$ cat src/rtl/sbc_irq_pkg.sv
package sbc_irq_pkg;

   typedef enum logic [2:0] {
      SEL_NONE,
      SEL_GIE,
      SEL_ISR,
      SEL_IER,
      SEL_RST
   } irq_sel_e;

   localparam int DEF_OFF_GIE = 'h1C;
   localparam int DEF_OFF_ISR = 'h20;
   localparam int DEF_OFF_IER = 'h28;
   localparam int DEF_OFF_RST = 'h40;
   localparam int DEF_RST_KEY = 'hA;

endpackage

$ cat src/rtl/sbc_irq_decode.sv
module sbc_irq_decode
   import sbc_irq_pkg::*;
#(
   parameter int ADDR_W  = 7,
   parameter int OFF_GIE = DEF_OFF_GIE,
   parameter int OFF_ISR = DEF_OFF_ISR,
   parameter int OFF_IER = DEF_OFF_IER,
   parameter int OFF_RST = DEF_OFF_RST
) (
   input  logic [ADDR_W-1:0] addr_i,
   output irq_sel_e          sel_o
);

   localparam logic [ADDR_W-1:0] A_GIE = ADDR_W'(OFF_GIE);
   localparam logic [ADDR_W-1:0] A_ISR = ADDR_W'(OFF_ISR);
   localparam logic [ADDR_W-1:0] A_IER = ADDR_W'(OFF_IER);
   localparam logic [ADDR_W-1:0] A_RST = ADDR_W'(OFF_RST);

   // full-width compare: unaligned addresses land in the reserved space
   always_comb begin
      if (addr_i == A_GIE)      sel_o = SEL_GIE;
      else if (addr_i == A_ISR) sel_o = SEL_ISR;
      else if (addr_i == A_IER) sel_o = SEL_IER;
      else if (addr_i == A_RST) sel_o = SEL_RST;
      else                      sel_o = SEL_NONE;
   end

endmodule

$ cat src/rtl/sbc_irq_evt_latch.sv
module sbc_irq_evt_latch #(
   parameter int               NUM_EVT   = 8,
   parameter logic [NUM_EVT-1:0] EDGE_MASK = '0
) (
   input  logic               clk,
   input  logic               rst_n,
   input  logic               soft_clr_i,
   input  logic [NUM_EVT-1:0] evt_i,
   input  logic [NUM_EVT-1:0] clr_mask_i,
   output logic [NUM_EVT-1:0] isr_o
);

   logic [NUM_EVT-1:0] hit;

   for (genvar b = 0; b < NUM_EVT; b++) begin : g_bit
      if (EDGE_MASK[b]) begin : g_edge
         logic prev_q;
         always_ff @(posedge clk or negedge rst_n) begin
            if (!rst_n) prev_q <= 1'b0;
            else        prev_q <= evt_i[b];
         end
         assign hit[b] = evt_i[b] & ~prev_q;
      end else begin : g_level
         assign hit[b] = evt_i[b];
      end

      // a new event outranks a software clear of the same bit
      always_ff @(posedge clk or negedge rst_n) begin
         if (!rst_n)          isr_o[b] <= 1'b0;
         else if (soft_clr_i) isr_o[b] <= 1'b0;
         else if (hit[b])     isr_o[b] <= 1'b1;
         else if (clr_mask_i[b]) isr_o[b] <= 1'b0;
      end
   end

endmodule

$ cat src/rtl/sbc_irq_soft_rst.sv
module sbc_irq_soft_rst #(
   parameter int DATA_W        = 32,
   parameter int RST_KEY       = 'hA,
   parameter int RST_PULSE_LEN = 4
) (
   input  logic              clk,
   input  logic              rst_n,
   input  logic              wr_hit_i,
   input  logic [DATA_W-1:0] wdata_i,
   output logic              soft_clr_o,
   output logic              core_rst_o
);

   localparam int CNT_W = $clog2(RST_PULSE_LEN + 1);
   localparam logic [DATA_W-1:0] KEY = DATA_W'(RST_KEY);
   localparam logic [CNT_W-1:0]  LEN = CNT_W'(RST_PULSE_LEN);

   logic [CNT_W-1:0] cnt_q;

   assign soft_clr_o = wr_hit_i && (wdata_i == KEY);

   always_ff @(posedge clk or negedge rst_n) begin
      if (!rst_n)                cnt_q <= '0;
      else if (soft_clr_o)       cnt_q <= LEN;
      else if (cnt_q != '0)      cnt_q <= cnt_q - 1'b1;
   end

   assign core_rst_o = (cnt_q != '0);

endmodule

$ cat src/rtl/sbc_irq_unit.sv
module sbc_irq_unit
   import sbc_irq_pkg::*;
#(
   parameter int                 NUM_EVT       = 8,
   parameter int                 ADDR_W        = 7,
   parameter int                 DATA_W        = 32,
   parameter int                 GIE_BIT       = 31,
   parameter logic [NUM_EVT-1:0] EDGE_MASK     = '0,
   parameter int                 RST_KEY       = DEF_RST_KEY,
   parameter int                 RST_PULSE_LEN = 4,
   parameter int                 OFF_GIE       = DEF_OFF_GIE,
   parameter int                 OFF_ISR       = DEF_OFF_ISR,
   parameter int                 OFF_IER       = DEF_OFF_IER,
   parameter int                 OFF_RST       = DEF_OFF_RST
) (
   input  logic               clk,
   input  logic               rst_n,
   input  logic [NUM_EVT-1:0] evt_i,
   input  logic               wr_en_i,
   input  logic [ADDR_W-1:0]  addr_i,
   input  logic [DATA_W-1:0]  wdata_i,
   output logic [DATA_W-1:0]  rdata_o,
   output logic               irq_o,
   output logic               core_rst_o
);

   localparam int ADDR_SPAN = 1 << ADDR_W;

   if (NUM_EVT < 1 || NUM_EVT > DATA_W) begin : g_chk_evt
      $error("NUM_EVT must lie in 1..DATA_W");
   end
   if (GIE_BIT < 0 || GIE_BIT >= DATA_W) begin : g_chk_gie
      $error("GIE_BIT must index a data bit");
   end
   if (RST_PULSE_LEN < 1) begin : g_chk_len
      $error("RST_PULSE_LEN must be at least 1");
   end
   if (OFF_GIE >= ADDR_SPAN || OFF_ISR >= ADDR_SPAN ||
       OFF_IER >= ADDR_SPAN || OFF_RST >= ADDR_SPAN) begin : g_chk_span
      $error("register offset outside the address space");
   end
   if (OFF_GIE == OFF_ISR || OFF_GIE == OFF_IER || OFF_GIE == OFF_RST ||
       OFF_ISR == OFF_IER || OFF_ISR == OFF_RST || OFF_IER == OFF_RST) begin : g_chk_uniq
      $error("register offsets must be distinct");
   end

   irq_sel_e           sel;
   logic               soft_clr;
   logic [NUM_EVT-1:0] clr_mask;
   logic [NUM_EVT-1:0] isr_q;
   logic [NUM_EVT-1:0] ier_q;
   logic               gie_q;

   sbc_irq_decode #(
      .ADDR_W  (ADDR_W),
      .OFF_GIE (OFF_GIE),
      .OFF_ISR (OFF_ISR),
      .OFF_IER (OFF_IER),
      .OFF_RST (OFF_RST)
   ) u_decode (
      .addr_i (addr_i),
      .sel_o  (sel)
   );

   sbc_irq_soft_rst #(
      .DATA_W        (DATA_W),
      .RST_KEY       (RST_KEY),
      .RST_PULSE_LEN (RST_PULSE_LEN)
   ) u_soft_rst (
      .clk        (clk),
      .rst_n      (rst_n),
      .wr_hit_i   (wr_en_i && (sel == SEL_RST)),
      .wdata_i    (wdata_i),
      .soft_clr_o (soft_clr),
      .core_rst_o (core_rst_o)
   );

   assign clr_mask = (wr_en_i && (sel == SEL_ISR)) ? wdata_i[NUM_EVT-1:0] : '0;

   sbc_irq_evt_latch #(
      .NUM_EVT   (NUM_EVT),
      .EDGE_MASK (EDGE_MASK)
   ) u_latch (
      .clk        (clk),
      .rst_n      (rst_n),
      .soft_clr_i (soft_clr),
      .evt_i      (evt_i),
      .clr_mask_i (clr_mask),
      .isr_o      (isr_q)
   );

   always_ff @(posedge clk or negedge rst_n) begin
      if (!rst_n) begin
         ier_q <= '0;
         gie_q <= 1'b0;
      end else if (soft_clr) begin
         ier_q <= '0;
         gie_q <= 1'b0;
      end else if (wr_en_i) begin
         if (sel == SEL_IER) ier_q <= wdata_i[NUM_EVT-1:0];
         if (sel == SEL_GIE) gie_q <= wdata_i[GIE_BIT];
      end
   end

   always_comb begin
      rdata_o = '0;
      unique case (sel)
         SEL_GIE: rdata_o[GIE_BIT]       = gie_q;
         SEL_ISR: rdata_o[NUM_EVT-1:0]   = isr_q;
         SEL_IER: rdata_o[NUM_EVT-1:0]   = ier_q;
         default: rdata_o = '0;
      endcase
   end

   assign irq_o = gie_q & (|(isr_q & ier_q));

endmodule

$ cat config.mk
export PLATFORM = sky130hd
export DESIGN_NAME = sbc_irq_unit
export DESIGN_NICKNAME = d
export VERILOG_FILES = /design/src/rtl/sbc_irq_pkg.sv /design/src/rtl/sbc_irq_decode.sv /design/src/rtl/sbc_irq_evt_latch.sv /design/src/rtl/sbc_irq_soft_rst.sv /design/src/rtl/sbc_irq_unit.sv
export SDC_FILE = /design/constraint.sdc
export NUM_CORES = 1
export LEC_CHECK = 0
export ABC_AREA = 0
export CAP_MARGIN = 20
export CORE_MARGIN = 2
export CORE_UTILIZATION = 40
export DETAILED_ROUTE_END_ITERATION = 12
export DONT_BUFFER_PORTS = 1
export GPL_TIMING_DRIVEN = 0
export PLACE_DENSITY_LB_ADDON = 0.05
export SLEW_MARGIN = 10
export SYNTH_ARGS = -nofsm -noshare
export SYNTH_HDL_FRONTEND = slang
export SYNTH_SLANG_ARGS = --single-unit
$ cat constraint.sdc
create_clock -name clk -period 1.68 [get_ports clk]
set_clock_uncertainty 0.1 [all_clocks]
set_input_delay 0.336 -clock clk [delete_from_list [all_inputs] [get_ports clk]]
set_output_delay 0.336 -clock clk [all_outputs]
set_load 0.05 [all_outputs]
==> flow_metrics.env <==
export IMPL_outcome="complete, but fails checks"
export IMPL_violated_checks="negative setup slack"
export IMPL_cp_slowest_cell="sky130_fd_sc_hd__a41oi_4"
export IMPL_floorplan_die_height_um=62.45
export IMPL_filler_cell_count=340
export IMPL_grt_start_max_net_pins=21
export IMPL_areaGrowthSynthToFinish_pct=27.66
export IMPL_wire_length_of_the_first_global_routing_pass_um=5830
export IMPL_1st_pass_router_iterations=6
export IMPL_worst_ir_drop_vdd_mv=0.2916
export IMPL_stdcell_area_um2=1744
export IMPL_critPathCaptureType="output port"
export IMPL_number_of_synthesized_register_bits=20
export IMPL_p_sw_share_pct=30.89
export IMPL_synth_seq_area_share_pct=36.63
export IMPL_p_per_area_nw_per_um2=689.1
export IMPL_switching_power_of_the_nets_w=0.0003713
export IMPL_worst_path_fanout_max=3
export IMPL_power_leakage_nw=0.7634
export IMPL_cell_breakdown_of_the_critical_path="a22oi_2, a41oi_4"
export IMPL_share_clk_of_total_power_pct=32.8
export IMPL_post_route_min_period_ns=1.731
export IMPL_place_congestion=0.8570
export IMPL_max_cap_violations=0
export IMPL_path_clk_slew_ns=0.12
export IMPL_ys_warnings_count=0
export IMPL_hold_path_depth=2
export IMPL_sort_of_element_at_the_start_of_the_critical_path="register"
export IMPL_post_synth_cell_area_avg_um2=8.648
export IMPL_timing_critical_path_arrival_ns=1.30
export IMPL_cts_htree_levels=1
export IMPL_worst_setup_path_type="register to output port"
export IMPL_cell_internal_pwr_w=0.0008306
export IMPL_setup_violations_final=1
export IMPL_vias=1186
export IMPL_tritoncts_num_buffers=3
export IMPL_min_delay_path_class="input port to register"
export IMPL_synthesis_instances=158
export IMPL_worst_slew_margin_rel_pct=37.85
export IMPL_worst_hold_slack_ns=0.04750
export IMPL_clk_root_buffer_cell="sky130_fd_sc_hd__clkbuf_4"
export IMPL_fin_util_pct=52.68
export IMPL_layout_cells_most_common="sky130_fd_sc_hd__buf_4"
export IMPL_clkLatencyLatePin_ns=0.30
export IMPL_synth_cell_area_um2=1366
export IMPL_drt_iter0_markers=61
export IMPL_gr_max_usage_layer="met2"
export IMPL_timing_critical_path_required_ns=1.24
export IMPL_post_route_cells_drive_above_1_share_pct=31.41
export IMPL_synth_top_cells_by_area="sky130_fd_sc_hd__dfrtp_1 (37%), sky130_fd_sc_hd__buf_4 (14%), sky130_fd_sc_hd__mux2i_1 (6.6%), sky130_fd_sc_hd__nor2_1 (5.8%), sky130_fd_sc_hd__nand4_1 (5.0%)"
export IMPL_cts_tree="built"
export IMPL_placeableCoreArea_um2=3311
export IMPL_drt_wl_total_um=3570
export IMPL_floorplan_die_area_um2=3899
export IMPL_critical_path_max_stage_delay_ns=0.48
export IMPL_dp_hpwl_um=2647
export IMPL_die_width_um=62.45
export IMPL_global_route_usage_met1_pct=23.39
export IMPL_rsz0062_at_grt="true"
export IMPL_share_comb_of_total_power_pct=24.2
export IMPL_drt_drc_violations_left=0
export IMPL_grt_util_all_layers_pct=19.05
export IMPL_use_met3_pct=5.405
export IMPL_number_of_primary_i_o_pins=84
export IMPL_synth_top_area_share_pct=36.63
export IMPL_most_common_layout_cells="sky130_fd_sc_hd__buf_4 (33), sky130_fd_sc_hd__conb_1 (23), sky130_fd_sc_hd__dfrtp_1 (20)"
export IMPL_finalNetCount=244
export IMPL_globalRouteMet2Util_pct=32.39
export IMPL_portBuffers=0
export IMPL_setup_total_neg_slack_ns=-0.05129
export IMPL_antennaDiodeCount=0
export IMPL_netlist_cell_type_count=28
export IMPL_grt_antenna_before_repair=0
export IMPL_cell_row_count=21
export IMPL_routedWlPerCell_um=15.06
export IMPL_fin_ws_ns=-0.05129
export IMPL_cts_path_max_buffers=2
export IMPL_grt_remaining_overflow=0
export IMPL_drv_slew=0
export IMPL_grt_pass1_vias=1189
export IMPL_floorplan_initialDensity_pct=41.27
export IMPL_hold_violations=0
export IMPL_pre_cts_ws_ns=-0.1922
export IMPL_synth_area_leader_cell="sky130_fd_sc_hd__dfrtp_1"
export IMPL_ant_nets=0
export IMPL_final_min_period_over_clock_period_pct=103.1
export IMPL_worst_slew_pin_slew_ns=0.9291
export IMPL_via_per_inst=5.004
export IMPL_timing_limited_maximum_frequency_mhz=577.6
export IMPL_pwr_share_seq_pct=43.0
export IMPL_cts_sinks=20
export IMPL_placed_inst_area_um2=1589
export IMPL_r2r_worst_path_cells=4
metal layers:
| layer | wire length (um) | vias up |
|---|---|---|
| li1 | - | 581 |
| met1 | 1387 | 545 |
| met2 | 1788 | 58 |
| met3 | 367 | 2 |
| met4 | 27 | 0 |
| met5 | 0 | - |
Yosys cell counts, drive strengths merged:
library cell and n:
a211o 1, a211oi 1, a21oi 8, a22oi 4, a41oi 1, and3 1, and4 1, buf 29
conb 1, dfrtp 20, ha 2, inv 3, mux2i 9, nand2 17, nand2b 1, nand3 2
nand4 11, nor2 21, nor2b 3, nor3 2, nor3b 1, nor4 7, nor4b 2, nor4bb 1
o21ai 8, xnor2 1
area by class of cell:
class / count / area (um^2) / share of cell area [%]
well taps: 46 / 57.56 / 3.300
clock buffers: 3 / 22.52 / 1.291
plain buffers: 29 / 212.7 / 12.20
clock inverters: 1 / 30.03 / 1.722
multi-input cells: 128 / 854.6 / 49.00
flip-flops and latches: 20 / 500.5 / 28.69
repair buffers: 7 / 55.05 / 3.156
inverters: 3 / 11.26 / 0.6456
metrics by stage:
step / total power [W] / instances
after detailed placement: 0.0007806 / 226
after global placement: 0.0007783 / 226
after CTS: 0.001211 / 233
final: 0.001202 / 237
after floorplan: 0.0007615 / 180
after global routing: 0.001258 / 237
flip-flops by register name (all words and copies together), names as in the netlist:
name              cells
gie_q                 1
u_soft_rst.cnt_q      3
u_latch.isr_o         8
ier_q                 8
cell families after synthesis:
logic type      count (synthesis)  synth area share [%]
compound gates                 23                 9.891
xor+xnor                        1                0.6411
fa+ha+maj                       2                 1.831
buf+inv                        32                 16.21
flops                          20                 36.63
mux                             9                 6.594
other cells                     1                0.2745
simple gates                   70                 27.93
power by group through the flow:
stage,Combinational (W),Clock [W],Sequential [W]
after floorplan,0.000243,0,0.000519
after global placement,0.000256,0,0.000523
after detailed placement,0.000257,0,0.000523
after CTS,0.000285,0.000409,0.000516
after global routing,0.000309,0.000429,0.000520
final,0.000291,0.000395,0.000516
worst max-delay path: cells and delay by family, from the launching register on:
kind,cells,cell delay (ns)
AOI/OAI and AO/OA,2,0.59
DFF,1,0.41
repair_timing:
| item | CTS | global route |
|---|---|---|
| resized for setup | 10 | 0 |
| pin swaps | 4 | 3 |
| setup endpoints to repair | 11 | 4 |
| hold buffers | 1 | 0 |
| endpoints found under the hold margin | 20 | 0 |
| gates cloned | 0 | 0 |
| setup buffers | 2 | 4 |
final timing paths:
kind	from	end	slack, ns
max	u_latch.isr_o[5]	irq_o	-0.05
min	wdata_i[2]	ier_q[2]	0.05
max reg2reg	u_soft_rst.cnt_q[1]	u_soft_rst.cnt_q[1]	0.39
min reg2reg	u_latch.isr_o[0]	u_latch.isr_o[0]	0.47
max in group asynchronous	rst_n	u_latch.isr_o[2]	0.41
min in group asynchronous	rst_n	u_latch.isr_o[7]	0.50
Power figures use the tool's default switching activity.
